### config.mk
export PLATFORM = sky130hd
export DESIGN_NAME = sat_addsub_unit
export DESIGN_NICKNAME = d
export VERILOG_FILES = /design/src/rtl/sat_pkg.sv /design/src/rtl/sat_doubler.sv /design/src/rtl/sat_addsub_core.sv /design/src/rtl/sat_sticky.sv /design/src/rtl/sat_addsub_unit.sv
export SDC_FILE = /design/constraint.sdc
export NUM_CORES = 1
export LEC_CHECK = 0
export CAP_MARGIN = 30
export CORE_MARGIN = 1
export CORE_UTILIZATION = 25
export DETAILED_ROUTE_END_ITERATION = 8
export PLACE_DENSITY = 0.46
export SLEW_MARGIN = 10
export SYNTH_ARGS = -nofsm -noshare
export SYNTH_HDL_FRONTEND = slang
export SYNTH_SLANG_ARGS = --single-unit
### constraint.sdc
create_clock -name clk -period 7.9 [get_ports clk]
set_input_delay 1.185 -clock clk [delete_from_list [all_inputs] [get_ports clk]]
set_output_delay 1.185 -clock clk [all_outputs]
set_load 0.01 [all_outputs]
### src/rtl/sat_pkg.sv
package sat_pkg;
  typedef enum logic {
    OP_ADD = 1'b0,
    OP_SUB = 1'b1
  } op_kind_e;

  localparam int unsigned SAT_W_DEFAULT = 32;
endpackage

### src/rtl/sat_doubler.sv
module sat_doubler #(
  parameter int unsigned W = 32
) (
  input  logic         en,
  input  logic [W-1:0] din,
  output logic [W-1:0] dout,
  output logic         ovf
);
  localparam logic [W-1:0] MAXV = {1'b0, {(W-1){1'b1}}};
  localparam logic [W-1:0] MINV = {1'b1, {(W-1){1'b0}}};

  // returns {overflow, value}
  function automatic logic [W:0] dbl_sat(input logic [W-1:0] v);
    logic wrap;
    wrap = v[W-1] ^ v[W-2];
    if (wrap) return {1'b1, (v[W-1] ? MINV : MAXV)};
    return {1'b0, v[W-2:0], 1'b0};
  endfunction

  logic [W:0] packed_res;
  assign packed_res = dbl_sat(din);
  assign dout = en ? packed_res[W-1:0] : din;
  assign ovf  = en & packed_res[W];
endmodule

### src/rtl/sat_addsub_core.sv
module sat_addsub_core
  import sat_pkg::*;
#(
  parameter int unsigned W = 32
) (
  input  logic [W-1:0] a,
  input  logic [W-1:0] b,
  input  logic         sub,
  output logic [W-1:0] res,
  output logic         ovf
);
  localparam logic [W-1:0] MAXV = {1'b0, {(W-1){1'b1}}};
  localparam logic [W-1:0] MINV = {1'b1, {(W-1){1'b0}}};

  // exact result in W+1 bits; range exceeded when the top two bits differ
  function automatic logic [W:0] addsub_sat(input logic [W-1:0] x,
                                            input logic [W-1:0] y,
                                            input op_kind_e k);
    logic [W:0] ext;
    if (k == OP_SUB) ext = {x[W-1], x} - {y[W-1], y};
    else             ext = {x[W-1], x} + {y[W-1], y};
    if (ext[W] ^ ext[W-1]) return {1'b1, (ext[W] ? MINV : MAXV)};
    return {1'b0, ext[W-1:0]};
  endfunction

  op_kind_e   kind;
  logic [W:0] packed_res;
  assign kind       = op_kind_e'(sub);
  assign packed_res = addsub_sat(a, b, kind);
  assign res        = packed_res[W-1:0];
  assign ovf        = packed_res[W];
endmodule

### src/rtl/sat_sticky.sv
module sat_sticky (
  input  logic clk,
  input  logic rst_n,
  input  logic clr,
  input  logic set,
  output logic flag
);
  always_ff @(posedge clk) begin
    if (!rst_n)   flag <= 1'b0;
    else if (clr) flag <= 1'b0;
    else if (set) flag <= 1'b1;
  end
endmodule

### src/rtl/sat_addsub_unit.sv
module sat_addsub_unit
  import sat_pkg::*;
#(
  parameter int unsigned W = SAT_W_DEFAULT
) (
  input  logic         clk,
  input  logic         rst_n,
  input  logic         in_valid,
  input  logic [W-1:0] op_a,
  input  logic [W-1:0] op_b,
  input  logic         sub_sel,
  input  logic         dbl_sel,
  input  logic         sticky_clr,
  output logic         out_valid,
  output logic [W-1:0] out_result,
  output logic         sticky_sat
);
  // named internal events, used by the bound checker
  logic [W-1:0] b_scaled;
  logic         dbl_ovf;
  logic [W-1:0] sum_sat;
  logic         sum_ovf;
  logic         sat_event;

  sat_doubler #(.W(W)) u_dbl (
    .en   (dbl_sel),
    .din  (op_b),
    .dout (b_scaled),
    .ovf  (dbl_ovf)
  );

  sat_addsub_core #(.W(W)) u_core (
    .a   (op_a),
    .b   (b_scaled),
    .sub (sub_sel),
    .res (sum_sat),
    .ovf (sum_ovf)
  );

  assign sat_event = in_valid & (dbl_ovf | sum_ovf);

  sat_sticky u_sticky (
    .clk   (clk),
    .rst_n (rst_n),
    .clr   (sticky_clr),
    .set   (sat_event),
    .flag  (sticky_sat)
  );

  always_ff @(posedge clk) begin
    if (!rst_n) begin
      out_valid  <= 1'b0;
      out_result <= '0;
    end else begin
      out_valid <= in_valid;
      if (in_valid) out_result <= sum_sat;
    end
  end
endmodule

After elaboration in Yosys (flattened, before gate mapping) --
Index checks and enable logic that the tools add are counted.
Word-level totals: bits in registers 34, output and inout bits 34, logic and storage cells 22
Operators by class: add/subtract/negate cells 2, muxes and demuxes 10, bitwise operators 6, reductions and logical operators 1
Operator list (count):
- $mux W33 | 5
- $mux W32 | 3
- $add A32 B32 Y33 | 1
- $sub A32 B32 Y33 | 1
- $and A1 B1 Y1 | 2
- $mux W1 | 2
- $reduce_or A2 Y1 | 1
- $xor A1 B1 Y1 | 2
- $not A1 Y1 | 1
- $or A1 B1 Y1 | 1

Logic depth before layout (Yosys ltp) --
depth in word-level cells 11, depth in mapped cells 29, depth with buffers taken out 26

Cells and area by module --
A second synthesis with hierarchy kept.
Second synthesis, totals: cells, all modules 622, area, all modules 4917.2 µm²
By module, submodules not included:
- sat_addsub_core | times used 1, cells an instance 400, area an instance 2741.4 µm²
- sat_addsub_unit | times used 1, cells an instance 106, area an instance 1277.5 µm²
- sat_doubler | times used 1, cells an instance 113, area an instance 862.1 µm²
- sat_sticky | times used 1, cells an instance 3, area an instance 36.3 µm²

Worst setup path after synthesis --
OpenSTA, ideal clock, no wires.
path type input port to flip-flop, start point in dbl_sel, end point reg out_result[23], setup time 74 ps, arrival time 6372 ps, path slack 1454 ps, stages 26, buffers on the path 8, cell sequence buf_4 buf_2 buf_1 buf_2 buf_1 mux2i_1 ha_1 nor4b_4 nor2b_1 a21oi_1 xnor2_1 ha_1 clkbuf_1 nand3_1 nor3_1 o211ai_1 a21o_1 a211oi_1 o211ai_1 mux2i_1 nor2_1 ha_1 clkbuf_1 clkbuf_1 o21ai_0 a31oi_1
On the way: longest elaborated chain between the ends 6, elaborated cells between the ends (all ways) 9, classes of those cells add/sub (2); mux (6); bitwise (1)
Ends and longest elaborated chain:
- start: declaration | line sat_addsub_unit.sv:12 | input logic dbl_sel,
- $mux W32 * | line sat_doubler.sv:22 | assign dout = en ? packed_res[W-1:0] : din;
- $add A32 B32 Y33 or $sub A32 B32 Y33 (tied branches) | line sat_addsub_core.sv:21, sat_addsub_core.sv:20
- $mux W33 * | line sat_addsub_core.sv:20 | if (k == OP_SUB) ext = {x[W-1], x} - {y[W-1], y};
- $mux W32 or $xor A1 B1 Y1 (tied branches) | line sat_addsub_core.sv:22 | if (ext[W] ^ ext[W-1]) return {1'b1, (ext[W] ? MINV : MAXV)};
- $mux W33 or $mux W1 (tied branches) | line sat_addsub_core.sv:22
- $mux W33 * | line sat_addsub_core.sv:23 | return {1'b0, ext[W-1:0]};
- end signal: assignment | line sat_addsub_unit.sv:56 | if (in_valid) out_result <= sum_sat;
- end: declaration | line sat_addsub_unit.sv:15 | output logic [W-1:0] out_result,
Mark *: on every way between the ends. The rest lies on a longest branch, timed or not. The select of a mux whose other input is x is not followed. A chain may end at the register's enable or synchronous reset.

Worst setup path after layout --
start point in op_b[31], end point reg out_result[27]
On the way: longest elaborated chain between the ends 9, elaborated cells between the ends (all ways) 14, classes of those cells add/sub (2); mux (10); bitwise (2)
Ends and longest elaborated chain:
- start: declaration | line sat_addsub_unit.sv:10 | input logic [W-1:0] op_b,
- $mux W32 or $xor A1 B1 Y1 (tied branches) | line sat_doubler.sv:16, sat_doubler.sv:15
- $mux W33 or $mux W1 (tied branches) | line sat_doubler.sv:16 | if (wrap) return {1'b1, (v[W-1] ? MINV : MAXV)};
- $mux W33 | line sat_doubler.sv:17 | return {1'b0, v[W-2:0], 1'b0};
- $mux W32 * | line sat_doubler.sv:22
- $add A32 B32 Y33 or $sub A32 B32 Y33 (tied branches) | line sat_addsub_core.sv:21, sat_addsub_core.sv:20
- $mux W33 * | line sat_addsub_core.sv:20
- $mux W32 or $xor A1 B1 Y1 (tied branches) | line sat_addsub_core.sv:22
- $mux W33 or $mux W1 (tied branches) | line sat_addsub_core.sv:22
- $mux W33 * | line sat_addsub_core.sv:23
Marks and branches as above.

==> results.py <==
metrics = {
    "grt": {
        "grt_busiest_layer": "met2",
        "grt_max_degree": 60,
        "antenna_found_initial": 0,
        "grt_use_met3": 0.0127,
        "grt_pass1_vias": 4752,
        "grt_use_total": 0.160,
        "grt_pass1_wl_um": 25200,
        "grt.overflow.total": 0,
        "grt_util_met2": 0.248,
        "met1_usage": 0.241,
    },
    "clock_network": {
        "cts_max_level": 2,
        "cts_buffer_depth": 2,
        "clk_pin_slew_worst_paths_ps": 50,
        "root_buffer": "clkbuf_16",
        "cts_setup_buffers": 0,
        "cts_buffers": 5,
        "clock-sinks": 34,
        "clock_latency_ps": 270,
        "cts_tree": "yes",
        "ctsResizeCount": 0,
        "hold_buffers": 0,
    },
    "pwr": {
        "p_seq_frac": 0.202,
        "p_switching_uw": 520,
        "peakVddDrop_uv": 83.2,
        "p_leak_uw": 0.00229,
        "powerDensity_nw_per_um2": 197,
        "power_uw": 1190,
        "p_int_uw": 670,
        "p_sw_frac": 0.437,
        "combPwrFrac": 0.640,
        "clkPwrFrac": 0.158,
    },
    "synthesis": {
        "synth-warning-count": 0,
        "async_flop_share": 0,
        "yosys.area.top_type": "dfxtp_1",
        "synth-edff-count": 0,
        "syn_avg_cell_area_sq_um": 6.93,
        "synth-seq-cells": 34,
        "synth_area_sq_um": 4710,
        "synth_cell_types": 64,
        "ys_top_cells_by_area": "dfxtp_1 14%, a21oi_1 11%, ha_1 10%, xnor2_1 7.6%, nor2_1 5.9%",
        "seq_area_frac_synth": 0.145,
        "synthFlopType": "dfxtp_1",
        "synth_cells": 679,
        "synth.top_cell.area_share": 0.145,
        "syn_nets": 788,
    },
    "placement": {
        "place_congestion": 0.829,
        "numPortBuffers": 103,
        "pre_cts_ws_ps": 568,
        "place_hpwl_um": 12800,
    },
    "final_layout": {
        "antenna_cells": 0,
        "n_fill_cell": 1977,
        "multi_input_area_sq_um": 3760,
        "area_growth_pct": 28.4,
        "final_nets": 865,
        "register_area_sq_um": 681,
        "final_layout_size_suffix_gt1_frac": 0.0423,
    },
    "die": {
        "coreArea_sq_um": 18200,
        "dieHeight_um": 139,
        "die_area_sq_um": 19400,
        "io_pins": 104,
        "rows": 49,
        "die_width_um": 139,
        "initial_core_util": 0.259,
    },
    "setup_path": {
        "r2r_end": "out_result[29]$_SDFFE_PN0P_",
        "critPathArrivalTime_ps": 7170,
        "path_class": "input port to flop",
        "critPathLaunch": "op_b[31]",
        "cpPeakStageDelay_ps": 550,
        "crit_required_ps": 8030,
        "critPathCapture": "out_result[27]$_SDFFE_PN0P_",
        "worst_path_max_delay_cell": "clkdlybuf4s50_1",
        "crit_path_frequent_cell": "ha_1",
        "r2r_setup_slack_ps": 7200,
        "ff2ff_path_depth": 2,
        "reg2reg_from": "out_result[29]$_SDFFE_PN0P_",
        "worst-path-max-fanout": 36,
        "cp-start-kind": "input port",
        "path_cells": "clkdlybuf4s50_1 > ha_1 > buf_4 > buf_4 > nor3b_1 > o31a_1 > o2111a_1 > nand3b_1 > or2_2 > nor3_1 > nor2_1 > xnor2_1 > ha_1 > a21o_1 > a211oi_1 > a211oi_1 > o211ai_1 > mux2i_1 > nor2_1 > ha_1 > inv_1 > nand2_4 > o221ai_1",
        "critPathCaptureType": "flop",
    },
    "routing": {
        "wl_um": 15600,
        "route.vias.total": 5085,
        "drtIter0Drc": 293,
        "wire_per_inst_um": 15.8,
        "viasPerCell": 5.16,
        "first_pass_iters": 7,
        "drc": 12,
        "postRouteAntennaNets": 0,
    },
    "timing": {
        "fin_ws_ps": 863,
        "slew_headroom": 0.427,
        "report.final.slew_viol_count": 0,
        "timing.final.crit_share": 0.891,
        "setup_viol": 0,
        "clock-skew-final_ps": 0,
        "finalCriticalPeriod_ps": 7040,
        "holdWs_ps": 475,
        "max_freq_ghz": 0.142,
        "setup_tns_ps": 0,
        "rsz0062_at_grt": "no",
        "tightestPinTransition_ps": 856,
        "finalHoldViolCount": 0,
    },
    "run": {
        "max_cap_viol_count": 0,
    },
    "outcome": {
        "violations": "design-rule violations",
        "run_status": "finished, violations left",
    },
    "hold_path": {
        "hold_path_class": "flop to flop",
    },
}
## flip-flops by register name (all words and copies together) (netlist names)
signal and flops:
u_sticky.flag 1, out_valid 1, out_result 32
## cells in the mapped netlist (6+ instances only)
master	count
o31ai_1	6
o21ai_0	48
a21oi_1	102
o21bai_1	13
xor2_1	14
a21o_1	14
inv_1	17
or3_1	8
ha_1	38
a211oi_1	7
nor2_1	74
clkbuf_1	28
nand3_1	11
nand2b_1	7
xnor2_1	41
nor3b_1	14
a31oi_1	32
nor3_1	16
dfxtp_1	34
nor2b_1	10
nand2_1	53
nand4_1	7
## cell type report
| cell class | count | area share |
|---|---|---|
| timing repair buffer | 113 | 0.182 |
| tap | 229 | 0.0474 |
| sequential | 34 | 0.113 |
| inverter | 18 | 0.0112 |
| clock inverter | 1 | 0.000828 |
| clock buffer | 7 | 0.0236 |
| multi-input combinational | 584 | 0.622 |
## critical path: cells and delay by family
kind	cells	cell delay, ps
mux	1	250
fa+ha+maj	3	1190
xor+xnor	1	140
compound gates	7	1680
simple gates	7	1370
buf+inv	4	1320
## layout by cell type, fill, tap and decap left out, types with 5 or more instances in the layout
cell               n
o221ai_1           5
dfxtp_1           34
nand4_1            7
nor3b_1           14
clkdlybuf4s50_1  102
ha_1              38
clkbuf_16          5
buf_4             10
inv_1             17
o21a_1             5
o211ai_1           5
a211oi_1           7
nand3_1           11
o21bai_1          13
nor2_1            74
a31oi_1           32
o31ai_1            6
nor2b_1           10
a21o_1            14
nor3_1            16
xnor2_1           41
or3_1              8
nand2_1           53
a21oi_1          102
nand2b_1           7
o21ai_0           48
xor2_1            14
## worst min-delay path by stage
stage,startpoint,to,cells past startpoint
finish,out_result[30]$_SDFFE_PN0P_,out_result[30]$_SDFFE_PN0P_,2
global route,out_result[26]$_SDFFE_PN0P_,out_result[26]$_SDFFE_PN0P_,2
CTS,out_result[26]$_SDFFE_PN0P_,out_result[26]$_SDFFE_PN0P_,2
detailed placement,out_result[26]$_SDFFE_PN0P_,out_result[26]$_SDFFE_PN0P_,2
global placement,out_result[26]$_SDFFE_PN0P_,out_result[26]$_SDFFE_PN0P_,2
floorplan,out_result[20]$_SDFFE_PN0P_,out_result[20]$_SDFFE_PN0P_,2
## routing by layer
metal	wire [um]	up-vias
met1	8080	2291
met2	6700	149
li1	-	2637
met3	690	8
met5	0	-
met4	126	0
## power by group through the flow
stage                     Sequential [uW]  Clock (uW)  Combinational (uW)
final                                 240         188                 761
after global routing                  245         202                 845
after CTS                             241         192                 764
after detailed placement              244           0                 761
after global placement                244           0                 754
after floorplan                       260           0                 483
## kinds of logic (layout without fill, tap and decap cells)
family,Yosys count,count (layout),share of synthesized area
buf+inv,61,139,0.0569
xor+xnor,56,56,0.106
mux,4,4,0.00851
simple gates,221,221,0.233
compound gates,264,264,0.346
flops,34,34,0.145
fa+ha+maj,39,39,0.105
## through the flow
stage	area [sq um]	cells	utilization
global route	6040	986	0.332
global placement	5890	978	0.324
detailed placement	5890	978	0.324
finish	6040	986	0.332
floorplan	4710	679	-
CTS	6040	986	0.332
Power figures use the tool's default switching activity.
